==> src/rtl/lock_order_pkg.sv <==
// Package: shared operation encoding and verdict record of the lock ordering checker.
// Assumes: nothing; types only.
package lock_order_pkg;

    // Request operation as carried on req_acq.
    typedef enum logic {
        OP_RELEASE = 1'b0,
        OP_ACQUIRE = 1'b1
    } lock_op_e;

    // Outcome of judging one request.
    typedef struct packed {
        logic grant;
        logic order_err;
        logic rel_err;
    } verdict_t;

    localparam verdict_t VERDICT_NONE = '{grant: 1'b0, order_err: 1'b0, rel_err: 1'b0};

endpackage

==> src/rtl/lvl_mask_gen.sv <==
// Module: builds the "at or above" mask of a level (bit g set when g >= level)
// and the one-hot mask of the level itself.
// Assumes: LEVELS equals 2**LVL_W so every level value names a real bit.
module lvl_mask_gen #(
    parameter int LVL_W  = 4,
    parameter int LEVELS = 1 << LVL_W
) (
    input  logic [LVL_W-1:0]  level,
    output logic [LEVELS-1:0] ge_mask,
    output logic [LEVELS-1:0] hit_mask
);

    // One comparator per level position.
    for (genvar g = 0; g < LEVELS; g++) begin : g_bit
        assign ge_mask[g]  = (level <= LVL_W'(g));
        assign hit_mask[g] = (level == LVL_W'(g));
    end

endmodule

==> src/rtl/holder_bank.sv <==
// Module: held-level bitmap storage, one register per requester, with a
// request-side read port, a query read port and a single write port.
// Assumes: ids below N_REQ; synchronous active-low reset clears all maps.
module holder_bank #(
    parameter int N_REQ  = 4,
    parameter int LEVELS = 16,
    parameter int ID_W   = 2
) (
    input  logic                     clk,
    input  logic                     rst_n,
    input  logic                     wr_en,
    input  logic [ID_W-1:0]          wr_id,
    input  logic [LEVELS-1:0]        wr_map,
    input  logic [ID_W-1:0]          rd_id,
    output logic [LEVELS-1:0]        rd_map,
    input  logic [ID_W-1:0]          qry_id,
    output logic [LEVELS-1:0]        qry_map,
    output logic [N_REQ*LEVELS-1:0]  all_maps
);

    logic [LEVELS-1:0] map_q [N_REQ];

    for (genvar r = 0; r < N_REQ; r++) begin : g_req
        // Holds one requester's bitmap; loads it when the write targets it.
        always_ff @(posedge clk) begin
            if (!rst_n) begin
                map_q[r] <= '0;
            end else if (wr_en && (wr_id == ID_W'(r))) begin
                map_q[r] <= wr_map;
            end
        end
        assign all_maps[r*LEVELS +: LEVELS] = map_q[r];
    end

    // Selects the bitmap of the requester being judged.
    always_comb begin
        rd_map = '0;
        for (int r = 0; r < N_REQ; r++) begin
            if (rd_id == ID_W'(r)) rd_map = map_q[r];
        end
    end

    // Selects the bitmap shown on the query port.
    always_comb begin
        qry_map = '0;
        for (int r = 0; r < N_REQ; r++) begin
            if (qry_id == ID_W'(r)) qry_map = map_q[r];
        end
    end

endmodule

==> src/rtl/order_judge.sv <==
// Module: combinational verdict for one request against its requester's map,
// plus the map to be written back.
// Assumes: ge_mask/hit_mask come from lvl_mask_gen for the same level.
module order_judge
    import lock_order_pkg::*;
#(
    parameter int LEVELS = 16
) (
    input  logic              req_valid,
    input  lock_op_e          req_op,
    input  logic              req_nowait,
    input  logic [LEVELS-1:0] cur_map,
    input  logic [LEVELS-1:0] ge_mask,
    input  logic [LEVELS-1:0] hit_mask,
    output verdict_t          verdict,
    output logic              map_wr,
    output logic [LEVELS-1:0] next_map
);

    logic conflict;
    logic is_held;

    // Any held level at or above the request breaks ascending order.
    assign conflict = |(cur_map & ge_mask);
    assign is_held  = |(cur_map & hit_mask);

    // Decides grant or error and forms the updated bitmap.
    always_comb begin
        verdict  = VERDICT_NONE;
        map_wr   = 1'b0;
        next_map = cur_map;
        if (req_valid) begin
            if (req_op == OP_ACQUIRE) begin
                if (conflict && !req_nowait) begin
                    verdict.order_err = 1'b1;
                end else begin
                    verdict.grant = 1'b1;
                    map_wr        = 1'b1;
                    next_map      = cur_map | hit_mask;
                end
            end else begin
                if (is_held) begin
                    verdict.grant = 1'b1;
                    map_wr        = 1'b1;
                    next_map      = cur_map & ~hit_mask;
                end else begin
                    verdict.rel_err = 1'b1;
                end
            end
        end
    end

endmodule

==> src/rtl/err_sticky.sv <==
// Module: two sticky fault flags; a set in the same cycle as a clear wins.
// Assumes: synchronous active-low reset.
module err_sticky (
    input  logic clk,
    input  logic rst_n,
    input  logic set_order,
    input  logic set_rel,
    input  logic clr,
    output logic order_fault,
    output logic release_fault
);

    // Keeps the ordering fault until cleared.
    always_ff @(posedge clk) begin
        if (!rst_n)         order_fault <= 1'b0;
        else if (set_order) order_fault <= 1'b1;
        else if (clr)       order_fault <= 1'b0;
    end

    // Keeps the release fault until cleared.
    always_ff @(posedge clk) begin
        if (!rst_n)       release_fault <= 1'b0;
        else if (set_rel) release_fault <= 1'b1;
        else if (clr)     release_fault <= 1'b0;
    end

endmodule

==> src/rtl/lock_order_guard.sv <==
// Module: top of the lock level ordering checker. Judges acquire/release
// requests against per-requester held-level bitmaps and answers one cycle later.
// Assumes: at most one request per cycle; req_id and qry_id below N_REQ;
// synchronous active-low reset.
module lock_order_guard
    import lock_order_pkg::*;
#(
    parameter int N_REQ = 4,
    parameter int LVL_W = 4,
    localparam int ID_W   = (N_REQ > 1) ? $clog2(N_REQ) : 1,
    localparam int LEVELS = 1 << LVL_W
) (
    input  logic              clk,
    input  logic              rst_n,
    input  logic              req_valid,
    input  logic              req_acq,
    input  logic [ID_W-1:0]   req_id,
    input  logic [LVL_W-1:0]  req_level,
    input  logic              req_nowait,
    input  logic              err_clr,
    input  logic [ID_W-1:0]   qry_id,
    output logic [LEVELS-1:0] qry_map,
    output logic              resp_valid,
    output logic              resp_grant,
    output logic              resp_order_err,
    output logic              resp_rel_err,
    output logic              order_fault,
    output logic              release_fault
);

    logic [LEVELS-1:0]       ge_mask;
    logic [LEVELS-1:0]       hit_mask;
    logic [LEVELS-1:0]       cur_map;
    logic [LEVELS-1:0]       next_map;
    logic                    map_wr;
    verdict_t                verdict;
    logic [N_REQ*LEVELS-1:0] held_flat;
    lock_op_e                req_op;

    assign req_op = lock_op_e'(req_acq);

    lvl_mask_gen #(.LVL_W(LVL_W), .LEVELS(LEVELS)) u_mask (
        .level    (req_level),
        .ge_mask  (ge_mask),
        .hit_mask (hit_mask)
    );

    holder_bank #(.N_REQ(N_REQ), .LEVELS(LEVELS), .ID_W(ID_W)) u_bank (
        .clk      (clk),
        .rst_n    (rst_n),
        .wr_en    (map_wr),
        .wr_id    (req_id),
        .wr_map   (next_map),
        .rd_id    (req_id),
        .rd_map   (cur_map),
        .qry_id   (qry_id),
        .qry_map  (qry_map),
        .all_maps (held_flat)
    );

    order_judge #(.LEVELS(LEVELS)) u_judge (
        .req_valid  (req_valid),
        .req_op     (req_op),
        .req_nowait (req_nowait),
        .cur_map    (cur_map),
        .ge_mask    (ge_mask),
        .hit_mask   (hit_mask),
        .verdict    (verdict),
        .map_wr     (map_wr),
        .next_map   (next_map)
    );

    err_sticky u_sticky (
        .clk           (clk),
        .rst_n         (rst_n),
        .set_order     (verdict.order_err),
        .set_rel       (verdict.rel_err),
        .clr           (err_clr),
        .order_fault   (order_fault),
        .release_fault (release_fault)
    );

    // Registers the verdict so every request is answered in the next cycle.
    always_ff @(posedge clk) begin
        if (!rst_n) begin
            resp_valid     <= 1'b0;
            resp_grant     <= 1'b0;
            resp_order_err <= 1'b0;
            resp_rel_err   <= 1'b0;
        end else begin
            resp_valid     <= req_valid;
            resp_grant     <= verdict.grant;
            resp_order_err <= verdict.order_err;
            resp_rel_err   <= verdict.rel_err;
        end
    end

endmodule

==> config.mk <==
export PLATFORM = sky130hd
export DESIGN_NAME = lock_order_guard
export DESIGN_NICKNAME = d
export VERILOG_FILES = /design/src/rtl/lock_order_pkg.sv /design/src/rtl/lvl_mask_gen.sv /design/src/rtl/holder_bank.sv /design/src/rtl/order_judge.sv /design/src/rtl/err_sticky.sv /design/src/rtl/lock_order_guard.sv
export SDC_FILE = /design/constraint.sdc
export NUM_CORES = 1
export LEC_CHECK = 0
export BUFFER_PORTS_ARGS = -buffer_cell sky130_fd_sc_hd__buf_4
export CAP_MARGIN = 10
export CORE_UTILIZATION = 44
export DETAILED_ROUTE_END_ITERATION = 10
export GPL_ROUTABILITY_DRIVEN = 0
export GPL_TIMING_DRIVEN = 1
export PLACE_DENSITY_LB_ADDON = 0.25
export SYNTH_ARGS = -nofsm -noshare
export SYNTH_HDL_FRONTEND = slang
export SYNTH_HIERARCHICAL = 1
export SYNTH_SLANG_ARGS = --single-unit
export TNS_END_PERCENT = 100
==> constraint.sdc <==
create_clock -name clk -period 8.4 [get_ports clk]
set_input_delay 1.26 -clock clk [delete_from_list [all_inputs] [get_ports clk]]
set_output_delay 1.26 -clock clk [all_outputs]
set_load 0.05 [all_outputs]
Word level (Yosys, flattened, before mapping) --
Memory sizes are Yosys's and may differ from the RTL's. Index checks and enable logic that the tools add are counted. Widths: inputs -> output; s select.
Cells by class: bitwise operators 9, $lt $le $gt $ge 16, multiplexer cells 41, equality and inequality tests 21, reduce and logical (&&, ||, !) cells 14
Operators with widths (number):
- $mux 16 | 16
- $and 16x16->16 | 3
- $eq 4x4->1 const B | 8
- $le 4x4->1 const B | 8
- $reduce_or 16->1 | 2
- $mux 1 | 24
- $eq 4x3->1 const B | 4
- $le 4x3->1 const B | 4
- $not 16->16 | 1
- $or 16x16->16 | 1
- $eq 2x2->1 const B | 4
- $eq 4x2->1 const B | 2
- $le 4x1->1 const B | 2
- $le 4x2->1 const B | 2
- $logic_and 1x1->1 | 5
- $eq 2x1->1 const B | 2
- $eq 4x1->1 const B | 1
- $logic_not 2->1 | 2
- $logic_not 4->1 | 1
- $or 1x1->1 | 4
- $reduce_bool 2->1 | 2
- $mux 2 | 1
- $reduce_and 2->1 | 1
- $logic_not 1->1 | 1
Storage, ports and cells: word-level logic and storage cells 108, flip-flop bits (word level) 6, bits of input ports 14, memories kept 1, RAM bits 64, output and inout port bits 22
Memories:
- u_bank.map_q | words 4, bits a word 16, rd ports 4, clocked after Yosys merged registers in 0, wr ports 4, RTL line holder_bank.sv:21 | logic [LEVELS-1:0] map_q [N_REQ];

Logic depth before layout (Yosys ltp) --
depth after elaboration 16, depth in mapped cells 13

Modules after synthesis --
The synthesis kept the hierarchy.
By module, submodules not included:
- holder_bank | cells an instance 183, area an instance 3268.1 um^2, instances 1
- order_judge | cells an instance 96, area an instance 565.5 um^2, instances 1
- lvl_mask_gen | cells an instance 46, area an instance 224.0 um^2, instances 1
- lock_order_guard | cells an instance 8, area an instance 105.1 um^2, instances 1
- err_sticky | cells an instance 6, area an instance 67.6 um^2, instances 1

Worst setup path after synthesis --
OpenSTA, ideal clock, no wires.
path kind input-to-reg, start input req_id[0], end memory u_bank.map_q[1][0], enable pin, data required time 7989 ps, setup slack 3821 ps, data arrival time 4167 ps, stages 9, path buffers 2, path through buf_6 buf_12 mux4_2 a22o_1 a221oi_1 and4_4 o311a_2 nand2b_1 o21ai_0
RTL lines:
- start, declared | RTL line lock_order_guard.sv:17 | input logic [ID_W-1:0] req_id,
- end, declared | RTL line holder_bank.sv:21

==> impl_results.md <==
- Reg-to-reg startpoint: u_bank/map_q[2][15]
- Peak VDD IR: roughly 0.07 mV
- Yosys cell types: 38
- Initial antenna violation count: 0
- RSZ-0062 raised after global routing: no
- 1st-iter DRT viols: 220
- R2R Path End: u_bank/map_q[1][3]
- WP data required: between 8 and 9 ns
- Clk pwr share: about 31%
- First-pass GRT wire length: around 15000 um
- WHS Endpoint: u_sticky/order_fault
- Starting Density: a little under half
- Wire per inst: roughly 19 um
- Clk Latency, worst-skew pair: approximately 0.35 ns
- Tcrit/Tclk final: 52.1%
- Share of cells above drive strength 1: between 20% and 30%
- Core Area: a little over 9000 um2
- Final Skew: approximately 0.010 ns
- Final hold violations: 0
- Post-route ant nets: 0
- Vias: around 2900
- GR peak layer: met2
- Worst EP arrival: around 4.4 ns
- Max cap viols: 0
- Cell mode on critical path: buf_4
- CP Capture Type: flip-flop
- Psw: between 0.0002 and 0.00025 W
- Synthesized area: roughly 4200 um2
- Overall Global Routing Usage: 20.3%
- Sequential area share after synthesis: about half
- Vias in the first global route: ~2800
- Tmin final: roughly 4.4 ns
- Largest net degree at the start of global routing: 24
- Crit Path Category: input port to flip-flop
- Sw Ratio: 27.8%
- Die ar.: approximately 10000 um2
- Number of port buffers: 35
- DIE WIDTH: 100 um
- Mapped Cells: between 300 and 400
- Io pins: 36
- Root Buffer: clkbuf_8
- Leak pwr: ~1.7 nW
- Syn avg cell area: roughly 12 um2
- Int Pwr: 0.000589 W
- Slew margin rel.: a little over a third
- Met2 Usage GRT: 34.5%
- Largest stage delay on the critical path: between 0.7 and 0.8 ns
- Pre-antenna DRT Iters: 5
- Post-synthesis register bit count: 70
- Clk sinks: 70
- Power Dens Cells: between 150 and 200 nW/um2
- Met3 Use GR: roughly 3.6%
- CTS buffer count: 9
- Final setup viols: 0
- Clk slew on worst S/H paths: 0.07 ns
- Flop2flop setup slack: 4.98 ns
- Clock buffer depth: 2
- Status: complete, no violations
- CP max FO: 23
- Nets: 379
- Final setup TNS: 0 ns
- Hold depth: 2
- Synth area leader: edfxtp_1
- CTS tree: yes
- Hold Startpoint: u_sticky/order_fault
- Syn Nets: roughly 350
- Area grow syn2layout: 10.5%
- Worst-Margin Slew: approximately 0.95 ns
- Cts repair resizes: 0
- CP max-delay cell: o21ai_1
- Combinational Power Share: between 10% and 20%
- Min Hold Slack: 0.595 ns
- Type of origin of the critical path: input port
- CP Cell Sequence: buf_4, mux4_1, a22o_1, a221oi_1, and4_4, o311a_2, nand2b_1, o21ai_1, buf_4
- H-tree levels: 3
- GRT Residual Overflow: 0
- Fillers: 847
- Reg2reg path depth: 8
- Share of the synthesized area in the top cell type: between 40% and 50%
- Seq pwr share: a little under 50%
- Vias per cell: between 5 and 6
- ANT cells: 0
- Row Count: 35
- Hold Buf Count CTS: 0
- Hpwl dp: roughly 6300 um
- Hold Crit Class: flip-flop to flip-flop
- Core Util, Final: ~50%
- Routed WL: around 9500 um
- Die H: 100 um
- Synth warn: 6
- Final count of pins violating max slew: 0
- Fmax: about 0.23 GHz
- Met1 Track Usage GR: between 20% and 30%
- Synth area leaders: edfxtp_1, mux4_2, and2_1
- Postcts setup bufs: 0
- DRC errors left: 0
[critical path: cells and delay by family]
family	cells	cell delay (ns)
AOI/OAI and AO/OA	4	1.45
muxes	1	0.66
buffers and inverters	2	0.65
and+or+nand+nor	2	0.39
[synth_stat cells (all sizes together)]
cell type / number
nor3: 1
and4b: 2
nor2b: 3
dfxtp: 6
a21oi: 3
nand2b: 5
mux4: 32
nand4: 1
o21bai: 1
o21ai: 38
a31oi: 1
or2: 2
inv: 21
and4: 3
a221oi: 8
a22o: 8
and2: 69
buf: 19
o311a: 1
nor2: 16
a21o: 1
nand3: 2
edfxtp: 64
nand2: 22
o21a: 2
and4bb: 1
conb: 1
clkbuf: 6
[placed cells by master, fill, tap and decap left out, drive strengths merged]
cell	instances
a21o	1
a21oi	3
a221oi	8
a22o	8
a31oi	1
and2	69
and4	3
and4b	2
and4bb	1
buf	40
bufinv	1
clkbuf	11
clkinv	3
clkinvlp	1
conb	1
dfxtp	6
edfxtp	64
inv	21
mux4	32
nand2	22
nand2b	5
nand3	2
nand4	1
nor2	16
nor2b	3
nor3	1
o21a	2
o21ai	38
o21bai	1
o311a	1
or2	2
[cell families (layout without fill, tap and decap cells)]
group	count (synthesis)	after routing	synth area share, %
muxes	32	32	18.1
other	1	1	0.0886
buffers and inverters	46	77	6.60
DFF	70	70	48.3
and+or+nand+nor	127	127	17.1
AOI/OAI and AO/OA	63	63	9.85
[metal layers]
metal	up-vias	part of all wire, %
met4	0	2.1
met3	19	4.1
met5	-	0
met1	1441	43
met2	93	51
li1	1317	-
[registers in the layout (all words and copies together) (netlist names)]
register and cells:
resp_valid 1, resp_grant 1, resp_rel_err 1, u_sticky/order_fault 1, resp_order_err 1, u_bank/map_q 64
u_sticky/release_fault 1
[worst max-delay path by stage]
stage / startpoint / cells after the start / slack [ns] / endpoint
finish: req_id[0] / 9 / 4.02 / u_bank/map_q[1][3]
detailed placement: req_id[0] / 9 / 3.65 / u_bank/map_q[1][2]
global placement: req_id[0] / 9 / 3.70 / u_bank/map_q[3][4]
floorplan: req_id[0] / 9 / 3.82 / u_bank/map_q[1][0]
global route: req_id[0] / 10 / 3.85 / u_bank/map_q[1][3]
CTS: req_id[0] / 9 / 4.01 / u_bank/map_q[1][3]
[stage by stage]
stage | cell area [um2] | power (W) | std cells | worst slack, ns
final | 4670 | 0.000815 | 499 | 4.02
after global placement | 4480 | 0.000564 | 482 | 3.70
after CTS | 4670 | 0.000819 | 498 | 4.01
after global routing | 4670 | 0.000845 | 499 | 3.85
after detailed placement | 4480 | 0.000567 | 482 | 3.65
after floorplan | 4230 | 0.000529 | 339 | 3.82
[power by group through the flow]
stage / registers (W) / clock network (W) / logic, W
3_5_place_dp: 0.000413 / 0 / 0.000154
4_1_cts: 0.000406 / 0.000259 / 0.000154
3_3_place_gp: 0.000412 / 0 / 0.000152
5_1_grt: 0.000407 / 0.000272 / 0.000165
6_report: 0.000405 / 0.000255 / 0.000154
2_1_floorplan: 0.000416 / 0 / 0.000113
[layout make-up]
| class | instances | area (um2) | area share, % |
|---|---|---|---|
| inverters | 21 | 78.8 | 1.69 |
| clock inverters | 5 | 50.0 | 1.07 |
| clock buffers | 11 | 131 | 2.81 |
| multi-input cells | 223 | 1910 | 40.9 |
| well taps | 129 | 161 | 3.45 |
| repair buffers | 40 | 300 | 6.43 |
| flip-flops and latches | 70 | 2040 | 43.7 |
Note: power is estimated with default switching activity, not from simulation.
